===== config.mk =====
export PLATFORM = sky130hd
export DESIGN_NAME = ipc_mailbox_pair
export DESIGN_NICKNAME = d
export VERILOG_FILES = /design/src/rtl/mbx_pkg.sv /design/src/rtl/mbx_flag_next.sv /design/src/rtl/mbx_slot.sv /design/src/rtl/ipc_mailbox_pair.sv
export SDC_FILE = /design/constraint.sdc
export NUM_CORES = 1
export LEC_CHECK = 0
export BUFFER_PORTS_ARGS = -buffer_cell sky130_fd_sc_hd__buf_2
export CAP_MARGIN = 25
export CORE_AREA = 2 2 84 86
export CTS_CLUSTER_DIAMETER = 50
export DETAILED_ROUTE_END_ITERATION = 7
export DIE_AREA = 0 0 86 88
export PLACE_DENSITY = 0.86
export SLEW_MARGIN = 20
export SYNTH_ARGS = -nofsm -noshare
export SYNTH_HDL_FRONTEND = slang
export SYNTH_HIERARCHICAL = 1
export SYNTH_SLANG_ARGS = --single-unit

===== constraint.sdc =====
create_clock -name clk -period 1.9 [get_ports clk]
set_clock_uncertainty 0.1 [all_clocks]
set_input_delay 0.19 -clock clk [delete_from_list [all_inputs] [get_ports clk]]
set_output_delay 0.19 -clock clk [all_outputs]
set_load 0.05 [all_outputs]

===== src/rtl/mbx_pkg.sv =====
package mbx_pkg;

    localparam int MBX_HALF_W = 16;
    localparam int MBX_COUNT  = 2;
    localparam int MBX_FLAG   = MBX_HALF_W - 1;
    localparam logic [MBX_HALF_W-1:0] MBX_FLAG_MASK = MBX_HALF_W'(1) << MBX_FLAG;

    typedef logic [MBX_HALF_W-1:0] half_t;

    typedef struct packed {
        half_t hi;
        half_t lo;
    } mbox_t;

    typedef struct packed {
        logic  wr_hi;
        logic  wr_lo;
        logic  rd_lo;
        half_t hi_data;
        half_t lo_data;
    } mbox_req_t;

    // Replace the flag bit of a high half with a new flag value.
    function automatic half_t put_flag(half_t v, logic f);
        return (v & ~MBX_FLAG_MASK) | (f ? MBX_FLAG_MASK : '0);
    endfunction

endpackage


===== src/rtl/mbx_flag_next.sv =====
module mbx_flag_next (
    input  logic cur,
    input  logic set_msg,
    input  logic clr_hi_wr,
    input  logic clr_rd,
    output logic nxt
);
    // A committed message has priority over both clearing sources.
    always_comb begin
        if (set_msg)
            nxt = 1'b1;
        else if (clr_hi_wr || clr_rd)
            nxt = 1'b0;
        else
            nxt = cur;
    end
endmodule


===== src/rtl/mbx_slot.sv =====
module mbx_slot
    import mbx_pkg::*;
(
    input  logic      clk,
    input  logic      rst,
    input  mbox_req_t req,
    output mbox_t     state
);
    mbox_t cur_q;
    logic  flag_d;
    half_t hi_base;

    mbx_flag_next flag_i (
        .cur       (cur_q.hi[MBX_FLAG]),
        .set_msg   (req.wr_lo),
        .clr_hi_wr (req.wr_hi),
        .clr_rd    (req.rd_lo),
        .nxt       (flag_d)
    );

    assign hi_base = req.wr_hi ? req.hi_data : cur_q.hi;

    always_ff @(posedge clk) begin
        if (rst) begin
            cur_q <= '0;
        end else begin
            cur_q.hi <= put_flag(hi_base, flag_d);
            if (req.wr_lo)
                cur_q.lo <= req.lo_data;
        end
    end

    assign state = cur_q;

    AST_LO_WRITE_SETS_FLAG: assert property (@(posedge clk) disable iff (rst)
        req.wr_lo |=> cur_q.hi[MBX_FLAG]);
    AST_LO_WRITE_DATA: assert property (@(posedge clk) disable iff (rst)
        req.wr_lo |=> cur_q.lo == $past(req.lo_data));
    AST_HI_WRITE_CLEARS: assert property (@(posedge clk) disable iff (rst)
        (req.wr_hi && !req.wr_lo) |=> !cur_q.hi[MBX_FLAG]);
    AST_HI_WRITE_BITS: assert property (@(posedge clk) disable iff (rst)
        req.wr_hi |=> cur_q.hi[MBX_FLAG-1:0] == $past(req.hi_data[MBX_FLAG-1:0]));
    AST_READ_CLEARS: assert property (@(posedge clk) disable iff (rst)
        (req.rd_lo && !req.wr_lo) |=> !cur_q.hi[MBX_FLAG]);
    AST_IDLE_STABLE: assert property (@(posedge clk) disable iff (rst)
        (!req.wr_lo && !req.wr_hi && !req.rd_lo) |=> $stable(cur_q));
    AST_LO_HOLD: assert property (@(posedge clk) disable iff (rst)
        !req.wr_lo |=> $stable(cur_q.lo));
endmodule


===== src/rtl/ipc_mailbox_pair.sv =====
module ipc_mailbox_pair
    import mbx_pkg::*;
#(
    parameter int NUM_MBOX = MBX_COUNT
) (
    input  logic                             clk,
    input  logic                             rst,
    input  logic [NUM_MBOX-1:0]              wr_hi_en,
    input  logic [NUM_MBOX*MBX_HALF_W-1:0]   wr_hi_data,
    input  logic [NUM_MBOX-1:0]              wr_lo_en,
    input  logic [NUM_MBOX*MBX_HALF_W-1:0]   wr_lo_data,
    input  logic [NUM_MBOX-1:0]              rd_lo_en,
    output logic [NUM_MBOX*MBX_HALF_W-1:0]   rd_hi_data,
    output logic [NUM_MBOX*MBX_HALF_W-1:0]   rd_lo_data,
    output logic [NUM_MBOX*2*MBX_HALF_W-1:0] peek_data,
    output logic [NUM_MBOX-1:0]              pending
);
    localparam int WORD_W = 2 * MBX_HALF_W;

    for (genvar m = 0; m < NUM_MBOX; m++) begin : g_mbox
        mbox_req_t req;
        mbox_t     st;

        assign req.wr_hi   = wr_hi_en[m];
        assign req.wr_lo   = wr_lo_en[m];
        assign req.rd_lo   = rd_lo_en[m];
        assign req.hi_data = wr_hi_data[m*MBX_HALF_W +: MBX_HALF_W];
        assign req.lo_data = wr_lo_data[m*MBX_HALF_W +: MBX_HALF_W];

        mbx_slot slot_i (
            .clk   (clk),
            .rst   (rst),
            .req   (req),
            .state (st)
        );

        assign rd_hi_data[m*MBX_HALF_W +: MBX_HALF_W] = st.hi;
        assign rd_lo_data[m*MBX_HALF_W +: MBX_HALF_W] = st.lo;
        assign peek_data[m*WORD_W +: WORD_W]          = {st.hi, st.lo};
        assign pending[m]                             = st.hi[MBX_FLAG];

        AST_PENDING_FOLLOWS_WRITE: assert property (@(posedge clk) disable iff (rst)
            wr_lo_en[m] |=> pending[m]);
        AST_PEEK_IDLE_STABLE: assert property (@(posedge clk) disable iff (rst)
            (!wr_lo_en[m] && !wr_hi_en[m] && !rd_lo_en[m]) |=> $stable(peek_data[m*WORD_W +: WORD_W]));
    end
endmodule


==> impl_metrics.tcl <==
set metrics [dict create \
    power_frac_seq_pct 40.7 \
    yosys.cell_types.count 10 \
    path_class "flop to output port" \
    slew_headroom_pct 64.0 \
    root_buffer "clkbuf_8" \
    grt_busiest_layer "met2" \
    seq_area_frac_synth_pct 45.5 \
    min_period_ns 1.29 \
    cts_sinks 64 \
    synth_area_per_cell_um2 10.3 \
    grt_use_met2_pct 33.2 \
    synth_area_leader_cell "dfxtp_1" \
    min_path_type "input pin to flop" \
    synthToLayoutAreaGrowth_pct 38.2 \
    drc_errors 0 \
    cts_setup_buffers 0 \
    clk_pin_slew_ns 0.07 \
    slew_viol_final 0 \
    worstPathMaxFanout 4 \
    final-hold-violation-count 0 \
    yosysTopAreaCellShare_pct 45.5 \
    crit_chain "buf_2" \
    crit_cells 1 \
    peakVddDrop_v 0.000582 \
    required_ns 1.61 \
    overflow 0 \
    drive_above_1_share_pct 47.2 \
    tns_ns 0 \
    routed_wl_um 6920 \
    clock_latency_ns 0.32 \
    swShare_pct 35.4 \
    grtUsageMet3_pct 6.22 \
    num_rows 30 \
    pin_count 202 \
    leakage_uw 0.00223 \
    die_x_um 86 \
    switching_power_uw 1290 \
    synth_area_um2 2820 \
    reg2reg_to "g_mbox[1].slot_i/state[31]$_SDFF_PP0_" \
    status "completed" \
    pwr-share-comb_pct 29.0 \
    grt_setup_unrepaired "false" \
    cp_num_buf_inv 1 \
    fin_ws_ns 0.614 \
    crit_start "g_mbox[0].slot_i/state[31]$_SDFF_PP0_" \
    r2r_slack_ns 1.08 \
    synth_seq_cells 64 \
    coreArea_um2 6640 \
    cts_tree "built" \
    cts_buffers 9 \
    dp_slack_ns 0.697 \
    num_vias 2387 \
    cts_max_level 3 \
    slowest_delay_ns 0.38 \
    grt_pass1_wl_um 10300 \
    holdBufCountCts 42 \
    final_nets 519 \
    avgViaCountPerCell 4.50 \
    p_per_area_nw_per_um2 935 \
    fmax_mhz 778 \
    dr.pass1.iters 3 \
    tightestPinTransition_ns 0.540 \
    die_h_um 88 \
    syn_inst 274 \
    reg2reg_depth 2 \
    wl_per_cell_um 13.0 \
    p_int_uw 2350 \
    met1_usage_pct 17.7 \
    num_antenna_cells 0 \
    nFillCells 545 \
    post_cts_resized 0 \
    fp.dieArea_um2 7570 \
    setup_viol 0 \
    clkPwrFrac_pct 30.3 \
    dp_hpwl_um 4470 \
    p_total_uw 3640 \
    max_cap_viol_count 0 \
    ys_top_cells_by_area "dfxtp_1 (45%), mux2i_1 (22%), buf_4 (18%), nor2_1 (8.5%), buf_12 (2.8%)" \
    largest_register_ffs 64 \
    syn-num-nets 346 \
    initial_utilization_pct 42.4 \
    grtUsageTotal_pct 17.6 \
    slowest_stage "dfxtp_1" \
    start_kind "flop" \
    crit_family "flip-flops" \
    grt_pass1_vias 2249 \
    clock_path_buffers 2 \
    drt_iter0_drc 66 \
    fin_util_pct 58.6 \
    critPathCaptureType "output port" \
    yosys_warnings 6 \
    post-route-period-util_pct 67.7 \
    portBuffers 199 \
    arrival_ns 1.00 \
    gp_congestion 0.757 \
    r2r-start "g_mbox[1].slot_i/state[31]$_SDFF_PP0_" \
    ant_nets 0 \
    antenna_found_initial 0 \
    grt_max_degree 65 \
    crit_end "pending[0]" \
]
==> cell type report <==
cell class | instances | area (um^2) | share of cell area [%]
clock inverter | 3 | 42.5 | 1.09
sequential | 64 | 1280 | 32.9
timing repair buffer | 242 | 1440 | 36.9
clock buffer | 12 | 145 | 3.73
tap | 80 | 100 | 2.57
multi-input combinational | 130 | 888 | 22.8
==> cell usage in the layout (no fill, tap or decap), types with 2 or more instances in the layout <==
master | netlist | routed
buf_2 | 4 | 199
nor2b_1 | 2 | 2
clkbuf_8 | 0 | 10
mux2i_1 | 62 | 62
a21o_1 | 2 | 2
dlygate4sd3_1 | 0 | 42
nor2_1 | 64 | 64
clkbuf_1 | 2 | 2
dfxtp_1 | 64 | 64
==> synth_stat cells (all sizes together) <==
cell	count
a21o	2
nor2	64
mux2i	62
dfxtp	64
buf	78
nor2b	2
clkbuf	2
==> power groups by stage <==
stage               clock (uW)  sequential [uW]  combinational, uW
floorplan                    0             1780                589
global placement             0             1500                976
detailed placement           0             1510                986
CTS                       1140             1480               1050
global route              1200             1490               1110
finish                    1100             1480               1060
==> per-stage QoR <==
step / instance area, um^2 / instances / hold WS [ns]
after floorplan: 2820 / 274 / 0.162
after global placement: 3290 / 474 / 0.322
after detailed placement: 3290 / 474 / 0.330
after CTS: 3890 / 531 / 0.000807
after global routing: 3890 / 531 / 0.0108
final: 3890 / 531 / 0.00948
==> metal layers <==
layer | up-vias | wire (um)
met2 | 124 | 3740
met5 | - | 0
met4 | 0 | 101
met1 | 1092 | 2480
met3 | 10 | 593
li1 | 1161 | -
==> worst min-delay path by stage <==
stage,cells past startpoint,end,start,slack (ns)
detailed placement,3,g_mbox[1].slot_i/state[0]$_SDFFE_PP0P_,wr_lo_data[16],0.33
global placement,3,g_mbox[0].slot_i/state[29]$_SDFFE_PP0P_,wr_hi_data[13],0.32
CTS,3,g_mbox[1].slot_i/state[14]$_SDFFE_PP0P_,wr_lo_data[30],0.0008
global route,3,g_mbox[1].slot_i/state[21]$_SDFFE_PP0P_,wr_hi_data[21],0.01
floorplan,1,g_mbox[0].slot_i/state[31]$_SDFF_PP0_,rst,0.16
finish,3,g_mbox[1].slot_i/state[15]$_SDFFE_PP0P_,wr_lo_data[31],0.009
==> kinds of logic after synthesis <==
| family | Yosys count | synth area share (%) |
|---|---|---|
| buffers and inverters | 80 | 23.0 |
| AND/OR/NAND/NOR | 66 | 8.97 |
| flip-flops | 64 | 45.5 |
| multiplexers | 62 | 22.0 |
| AO/OA/AOI/OAI | 2 | 0.533 |
No activity file was read; power rests on OpenSTA's default activity.
